==> config.mk <==
export PLATFORM = sky130hd
export DESIGN_NAME = mem_bank_arbiter
export DESIGN_NICKNAME = d
export VERILOG_FILES = /design/src/rtl/mba_pkg.sv /design/src/rtl/mba_bank_arb.sv /design/src/rtl/mba_cmd_mux.sv /design/src/rtl/mba_rd_return.sv /design/src/rtl/mem_bank_arbiter.sv
export SDC_FILE = /design/constraint.sdc
export NUM_CORES = 1
export LEC_CHECK = 0
export CAP_MARGIN = 10
export CORE_AREA = 4 4 175 177
export CTS_CLUSTER_SIZE = 10
export DETAILED_ROUTE_END_ITERATION = 8
export DIE_AREA = 0 0 179 181
export PLACE_DENSITY_LB_ADDON = 0.25
export SETUP_SLACK_MARGIN = 0.2
export SYNTH_ARGS = -nofsm -noshare
export SYNTH_HDL_FRONTEND = slang
export SYNTH_SLANG_ARGS = --single-unit
==> constraint.sdc <==
create_clock -name clk -period 3.45 [get_ports clk]
set_clock_uncertainty 0.2 [all_clocks]
set_input_delay 0.69 -clock clk [delete_from_list [all_inputs] [get_ports clk]]
set_output_delay 0.69 -clock clk [all_outputs]
set_load 0.01 [all_outputs]
==> src/rtl/mba_pkg.sv <==
package mba_pkg;

    // Which compute unit currently drives a bank.
    typedef enum logic [1:0] {
        OWN_NONE = 2'd0,
        OWN_A    = 2'd1,
        OWN_B    = 2'd2
    } owner_e;

endpackage

==> src/rtl/mba_bank_arb.sv <==
module mba_bank_arb
    import mba_pkg::*;
(
    input  logic   clk,
    input  logic   rst_n,
    input  logic   want_a,
    input  logic   want_b,
    output owner_e owner
);

    typedef struct packed {
        logic favor_b;   // 1: unit B wins the next contest
    } arb_state_t;

    arb_state_t st_d, st_q;

    always_comb begin
        st_d  = st_q;
        owner = OWN_NONE;
        if (want_a && want_b) begin
            if (st_q.favor_b) begin
                owner        = OWN_B;
                st_d.favor_b = 1'b0;
            end else begin
                owner        = OWN_A;
                st_d.favor_b = 1'b1;
            end
        end else if (want_a) begin
            owner = OWN_A;
        end else if (want_b) begin
            owner = OWN_B;
        end
    end

    always_ff @(posedge clk or negedge rst_n) begin
        if (!rst_n) begin
            st_q <= '0;
        end else begin
            st_q <= st_d;
        end
    end

    // a contest won by A makes B the winner of the next contest, and vice versa
    a_r4_alt_after_a: assert property (@(posedge clk) disable iff (!rst_n)
        (want_a && want_b && owner == OWN_A) |=> (!(want_a && want_b) || owner == OWN_B));
    a_r4_alt_after_b: assert property (@(posedge clk) disable iff (!rst_n)
        (want_a && want_b && owner == OWN_B) |=> (!(want_a && want_b) || owner == OWN_A));

endmodule

==> src/rtl/mba_cmd_mux.sv <==
module mba_cmd_mux
    import mba_pkg::*;
#(
    parameter int AW = 10,
    parameter int DW = 16
) (
    input  owner_e          owner,
    input  logic [AW-1:0]   a_addr,
    input  logic            a_we,
    input  logic [DW-1:0]   a_wdata,
    input  logic [AW-1:0]   b_addr,
    input  logic            b_we,
    input  logic [DW-1:0]   b_wdata,
    output logic            en,
    output logic            we,
    output logic [AW-1:0]   addr,
    output logic [DW-1:0]   wdata
);

    typedef struct packed {
        logic          en;
        logic          we;
        logic [AW-1:0] addr;
        logic [DW-1:0] wdata;
    } cmd_t;

    cmd_t cmd_d;

    always_comb begin
        cmd_d = '0;
        unique case (owner)
            OWN_A: begin
                cmd_d.en    = 1'b1;
                cmd_d.we    = a_we;
                cmd_d.addr  = a_addr;
                cmd_d.wdata = a_wdata;
            end
            OWN_B: begin
                cmd_d.en    = 1'b1;
                cmd_d.we    = b_we;
                cmd_d.addr  = b_addr;
                cmd_d.wdata = b_wdata;
            end
            default: cmd_d = '0;
        endcase
    end

    assign en    = cmd_d.en;
    assign we    = cmd_d.we;
    assign addr  = cmd_d.addr;
    assign wdata = cmd_d.wdata;

endmodule

==> src/rtl/mba_rd_return.sv <==
module mba_rd_return #(
    parameter int NBANK = 8,
    parameter int DW    = 16,
    localparam int BSW  = (NBANK > 1) ? $clog2(NBANK) : 1
) (
    input  logic                clk,
    input  logic                rst_n,
    input  logic                gnt,
    input  logic                we,
    input  logic [BSW-1:0]      bank,
    input  logic [NBANK*DW-1:0] bank_rdata,
    output logic                rvalid,
    output logic [DW-1:0]       rdata
);

    typedef struct packed {
        logic           rvalid;
        logic [BSW-1:0] rbank;
    } ret_state_t;

    ret_state_t st_d, st_q;
    logic [DW-1:0] sel_data;

    always_comb begin
        st_d        = st_q;
        st_d.rvalid = gnt && !we;
        if (gnt && !we) begin
            st_d.rbank = bank;
        end
    end

    always_ff @(posedge clk or negedge rst_n) begin
        if (!rst_n) begin
            st_q <= '0;
        end else begin
            st_q <= st_d;
        end
    end

    always_comb begin
        sel_data = '0;
        for (int i = 0; i < NBANK; i++) begin
            if (st_q.rbank == BSW'(i)) begin
                sel_data = bank_rdata[i*DW +: DW];
            end
        end
    end

    assign rvalid = st_q.rvalid;
    assign rdata  = st_q.rvalid ? sel_data : '0;

    // a granted read is answered in the next cycle, nothing else raises read-valid
    a_r6_read_returns: assert property (@(posedge clk) disable iff (!rst_n)
        (gnt && !we) |=> rvalid);
    a_r6_no_spurious: assert property (@(posedge clk) disable iff (!rst_n)
        !(gnt && !we) |=> (!rvalid && rdata == '0));

endmodule

==> src/rtl/mem_bank_arbiter.sv <==
module mem_bank_arbiter
    import mba_pkg::*;
#(
    parameter int NBANK = 8,
    parameter int AW    = 10,
    parameter int DW    = 16,
    localparam int BSW  = (NBANK > 1) ? $clog2(NBANK) : 1
) (
    input  logic                clk,
    input  logic                rst_n,
    input  logic                a_req,
    input  logic [BSW-1:0]      a_bank,
    input  logic [AW-1:0]       a_addr,
    input  logic                a_we,
    input  logic [DW-1:0]       a_wdata,
    output logic                a_gnt,
    output logic                a_rvalid,
    output logic [DW-1:0]       a_rdata,
    input  logic                b_req,
    input  logic [BSW-1:0]      b_bank,
    input  logic [AW-1:0]       b_addr,
    input  logic                b_we,
    input  logic [DW-1:0]       b_wdata,
    output logic                b_gnt,
    output logic                b_rvalid,
    output logic [DW-1:0]       b_rdata,
    output logic [NBANK-1:0]    bank_en,
    output logic [NBANK-1:0]    bank_we,
    output logic [NBANK*AW-1:0] bank_addr,
    output logic [NBANK*DW-1:0] bank_wdata,
    input  logic [NBANK*DW-1:0] bank_rdata
);

    logic [NBANK-1:0] want_a, want_b;
    logic [NBANK-1:0] won_a, won_b;
    owner_e           own [NBANK];

    for (genvar gi = 0; gi < NBANK; gi++) begin : g_bank
        assign want_a[gi] = a_req && (a_bank == BSW'(gi));
        assign want_b[gi] = b_req && (b_bank == BSW'(gi));

        mba_bank_arb u_arb (
            .clk    (clk),
            .rst_n  (rst_n),
            .want_a (want_a[gi]),
            .want_b (want_b[gi]),
            .owner  (own[gi])
        );

        mba_cmd_mux #(
            .AW (AW),
            .DW (DW)
        ) u_mux (
            .owner   (own[gi]),
            .a_addr  (a_addr),
            .a_we    (a_we),
            .a_wdata (a_wdata),
            .b_addr  (b_addr),
            .b_we    (b_we),
            .b_wdata (b_wdata),
            .en      (bank_en[gi]),
            .we      (bank_we[gi]),
            .addr    (bank_addr[gi*AW +: AW]),
            .wdata   (bank_wdata[gi*DW +: DW])
        );

        assign won_a[gi] = (own[gi] == OWN_A);
        assign won_b[gi] = (own[gi] == OWN_B);

        // an enabled bank always belongs to exactly the unit granted for it
        a_r8_en_owned: assert property (@(posedge clk) disable iff (!rst_n)
            bank_en[gi] |-> ((a_gnt && a_bank == BSW'(gi)) ^ (b_gnt && b_bank == BSW'(gi))));
    end

    assign a_gnt = |(want_a & won_a);
    assign b_gnt = |(want_b & won_b);

    mba_rd_return #(
        .NBANK (NBANK),
        .DW    (DW)
    ) u_ret_a (
        .clk        (clk),
        .rst_n      (rst_n),
        .gnt        (a_gnt),
        .we         (a_we),
        .bank       (a_bank),
        .bank_rdata (bank_rdata),
        .rvalid     (a_rvalid),
        .rdata      (a_rdata)
    );

    mba_rd_return #(
        .NBANK (NBANK),
        .DW    (DW)
    ) u_ret_b (
        .clk        (clk),
        .rst_n      (rst_n),
        .gnt        (b_gnt),
        .we         (b_we),
        .bank       (b_bank),
        .bank_rdata (bank_rdata),
        .rvalid     (b_rvalid),
        .rdata      (b_rdata)
    );

    // an uncontested request is granted at once
    a_r1_lone_a: assert property (@(posedge clk) disable iff (!rst_n)
        (a_req && !(b_req && b_bank == a_bank)) |-> a_gnt);
    a_r1_lone_b: assert property (@(posedge clk) disable iff (!rst_n)
        (b_req && !(a_req && a_bank == b_bank)) |-> b_gnt);

    // never two owners for one bank, and a stall is always caused by the other unit
    a_r3_exclusive: assert property (@(posedge clk) disable iff (!rst_n)
        (a_gnt && b_gnt) |-> (a_bank != b_bank));
    a_r3_stall_a: assert property (@(posedge clk) disable iff (!rst_n)
        (a_req && !a_gnt) |-> (b_gnt && b_bank == a_bank));
    a_r3_stall_b: assert property (@(posedge clk) disable iff (!rst_n)
        (b_req && !b_gnt) |-> (a_gnt && a_bank == b_bank));

    // a loser that keeps its request is served in the following cycle
    a_r5_retry_a: assert property (@(posedge clk) disable iff (!rst_n)
        (a_req && !a_gnt) |=> (!(a_req && a_bank == $past(a_bank)) || a_gnt));
    a_r5_retry_b: assert property (@(posedge clk) disable iff (!rst_n)
        (b_req && !b_gnt) |=> (!(b_req && b_bank == $past(b_bank)) || b_gnt));

endmodule

==> qor.csv <==
stage;metric;value;unit
sta;final period utilization;95.62;%
placement;PortBufs;451;
logic_synthesis;Synth Area per Inst;6.726;um2
grt;vias in the first global route;9963;
route;DRT iter0 DRCs;676;
clocking;clock sinks;16;
die;Die W;179;um
die;die area;32400;um2
critical_path;Setup crit start kind;input port;
die;Rows;63;
cells_and_area;commonest cells after routing, fill and taps aside;nor2_1 (228), clkdlybuf4s50_1 (210), a22oi_1 (125), buf_4 (98), a22oi_2 (93);
route;drt drc;0;
logic_synthesis;Synth Area in Compound Gates;36.02;%
logic_synthesis;Synth Instances;985;
logic_synthesis;top_reg_cell synth;dfrtp_1;
clocking;Clk Latency, worst-skew pair;240;ps
die;die height;181;um
placement;placed cell area;12020;um2
critical_path;Worst R2R Path Depth;9;
logic_synthesis;flops & latches, synth;16;
grt;grt ovf;0;
logic_synthesis;Async S/R FF share, synth;100.0;%
pwr;Leak;5.221;nW
critical_path;CP required;2560;ps
grt;pin count of the biggest net entering global routing;49;
flow_run;maxcap violations;0;
logic_synthesis;post-synthesis cell type count;52;
clocking;CTS tree;done;
sta;fmax;303.1;MHz
grt;initial antenna violation count;3;
sta;max-slew violation count;0;
cells_and_area;layout cell share with drive strength beyond 1;38.57;%
critical_path;crit path max fanout;6;
sta;Slew @ Worst Pin;727.5;ps
critical_path;Worst Setup EP;a_gnt;
placement;Placed Cells;1767;
clocking;Inserted Clock Buffers;3;
placement;GP Congestion;0.9027;
logic_synthesis;Post-Synth Simple-Gate Area;20.38;%
critical_path;CP endpoint kind;primary output;
pwr;peak supply drop;0.0001667;V
cells_and_area;Design Area, Final;13210;um2
cells_and_area;Layout Cells excl Fill;1823;
clocking;Hold Buf Count CTS;0;
route;routed wire length;46.44;mm
clocking;Reg clk slew, reported paths;50;ps
placement;Final HPWL DP;31.96;mm
pwr;PwrDens;189.5;nW/um2
cells_and_area;Layout Utilization;45.16;%
worst_hold_path;hold depth;1;
logic_synthesis;Post-Synth Adder-Cell Area;3.022;%
logic_synthesis;main combinational cell family by area after synthesis;compound AO/OA/AOI/OAI gates;
critical_path;crit path from;b_bank[0];
cells_and_area;Post-layout nets;1641;
sta;Final Hold Viols;0;
logic_synthesis;Post-synth EDFFs;0;
die;Starting Density;22.65;%
logic_synthesis;Synth warnings;0;
sta;unrepaired setup endpoints after global routing;true;
sta;min cycle time layout;3299;ps
route;Routed Antenna Nets;0;
critical_path;FF-to-FF End;u_ret_a.st_q[1]$_DFFE_PN0P_;
route;vias;10046;
outcome;status;complete, no violations;
logic_synthesis;Seq/Total Area, Yosys;6.043;%
critical_path;RR Startpoint;g_bank[2].u_arb.st_q$_DFFE_PN0P_;
die;Top-Level Pins;452;
clocking;root buffer cell;clkbuf_16;
clocking;clock buffer depth;2;
logic_synthesis;post-synthesis mux area share;19.64;%
logic_synthesis;Post-Synth XOR/XNOR Area;1.058;%
sta;relative slew slack;51.50;%
critical_path;R2R setup slack;870;ps
grt;global-route wire length before repair;63.85;mm
cells_and_area;Area Growth Syn to Fin;99.36;%
route;average routed wire per standard cell;25.47;um
critical_path;Crit Path Class;in -> out;
critical_path;critical path arrival;2410;ps
grt;GRT Util Overall;25.47;%
route;routed vias/inst;5.511;
sta;final setup fails;0;
route;DRT Pass-1 Iters;5;
worst_hold_path;worst hold-check path type;reg -> reg;
die;Core ar.;29240;um2
logic_synthesis;Mapped Nets;1193;
cells_and_area;most common cell after layout, fill and taps aside;nor2_1;
clocking;Clock H-tree levels;1;
logic_synthesis;synthesized area;6625;um2
-- power by group --
| part | switching (mW) | total, mW | leakage [nW] | internal (mW) |
|---|---|---|---|---|
| Sequential | 0.0758 | 0.302 | 0.205 | 0.226 |
| Combinational | 0.986 | 1.99 | 4.98 | 0.999 |
| Clock | 0.0647 | 0.216 | 0.0370 | 0.152 |
-- synth_stat cells (all sizes together) (3+ instances only) --
cell type	number	area, um2
nor2	242	908.4
a22oi	218	1637
clkbuf	109	420.4
buf	72	399.1
mux2i	67	670.6
inv	26	97.60
mux4	19	427.9
nand3	19	95.09
nor2b	18	112.6
mux2	17	202.7
dfrtp	16	400.4
ha	16	200.2
o22ai	15	93.84
o21ai	14	70.07
a22o	12	105.1
o31a	12	105.1
nand2	11	41.29
nand2b	8	50.05
o21a	8	60.06
a21o	7	52.55
nor3	7	35.03
o2bb2ai	7	61.31
xnor2	7	61.31
a221oi	6	52.55
a21boi	4	30.03
and2	4	25.02
and3	3	18.77
-- sequential cells by signal, summed over array words and instances, names as in the netlist --
| register | cells |
|---|---|
| u_ret_a.rvalid | 1 |
| u_ret_b.rvalid | 1 |
| g_bank.u_arb.st_q | 8 |
| u_ret_a.st_q | 3 |
| u_ret_b.st_q | 3 |
-- cell families (layout without fill, tap and decap cells) --
kind of cell	after synthesis	count (layout)
flip-flops	16	16
adder cells (fa/ha/maj)	16	16
AND/OR/NAND/NOR	320	320
buffers and inverters	207	653
XOR/XNOR	8	8
other	0	2
AO/OA/AOI/OAI	315	315
multiplexers	103	103
-- timing repair --
action	in CTS	in global routing
pin swaps	39	64
resized for setup	714	282
gates cloned	9	8
setup endpoints to repair	239	218
hold endpoints to repair	0	0
buffers inserted	18	16
-- stage by stage --
stage,power (mW),setup TNS [ps],hold WS (ps),setup slack [ps]
after floorplan,1.338,0,194.4,185.3
after global routing,2.636,0,324.3,98.07
after global placement,2.049,-142430,291.6,-759.7
after detailed placement,2.061,-144620,293.2,-801.4
after CTS,2.388,0,305.1,127.6
final,2.503,0,313.2,151.0
-- layout make-up --
| class | count | area, um2 |
|---|---|---|
| antenna | 2 | 5.005 |
| clock buffer | 3 | 75.07 |
| fill | 2957 | 16040 |
| inverter | 26 | 100.1 |
| multi-input combinational | 762 | 6238 |
| sequential | 16 | 406.6 |
| tap | 390 | 488.0 |
| timing repair buffer | 624 | 5894 |
-- routing by layer --
layer | track usage, % | routed length (um) | up-vias
met3 | 5.127 | 3847 | 96
met1 | 30.16 | 17670 | 4912
met2 | 45.89 | 23220 | 575
met4 | 7.553 | 1699 | 0
li1 | - | - | 4463
met5 | 0 | 0 | -
-- critical path: stages --
cell	delay [ps]
buf_6	110
nand2b_4	160
nor2_2	220
o21a_1	210
inv_1	60
ha_2	190
buf_12	140
and3b_1	200
o21ai_2	170
nand3_2	110
buf_6	140
-- worst min path at each step --
stage	slack [ps]	end	from
after floorplan	190	g_bank[0].u_arb.st_q$_DFFE_PN0P_	rst_n
after detailed placement	290	g_bank[5].u_arb.st_q$_DFFE_PN0P_	g_bank[5].u_arb.st_q$_DFFE_PN0P_
after global placement	290	g_bank[5].u_arb.st_q$_DFFE_PN0P_	g_bank[5].u_arb.st_q$_DFFE_PN0P_
after CTS	310	g_bank[1].u_arb.st_q$_DFFE_PN0P_	g_bank[1].u_arb.st_q$_DFFE_PN0P_
final	310	g_bank[1].u_arb.st_q$_DFFE_PN0P_	g_bank[1].u_arb.st_q$_DFFE_PN0P_
after global routing	320	g_bank[1].u_arb.st_q$_DFFE_PN0P_	g_bank[1].u_arb.st_q$_DFFE_PN0P_
(Power assumes the default switching activity.)
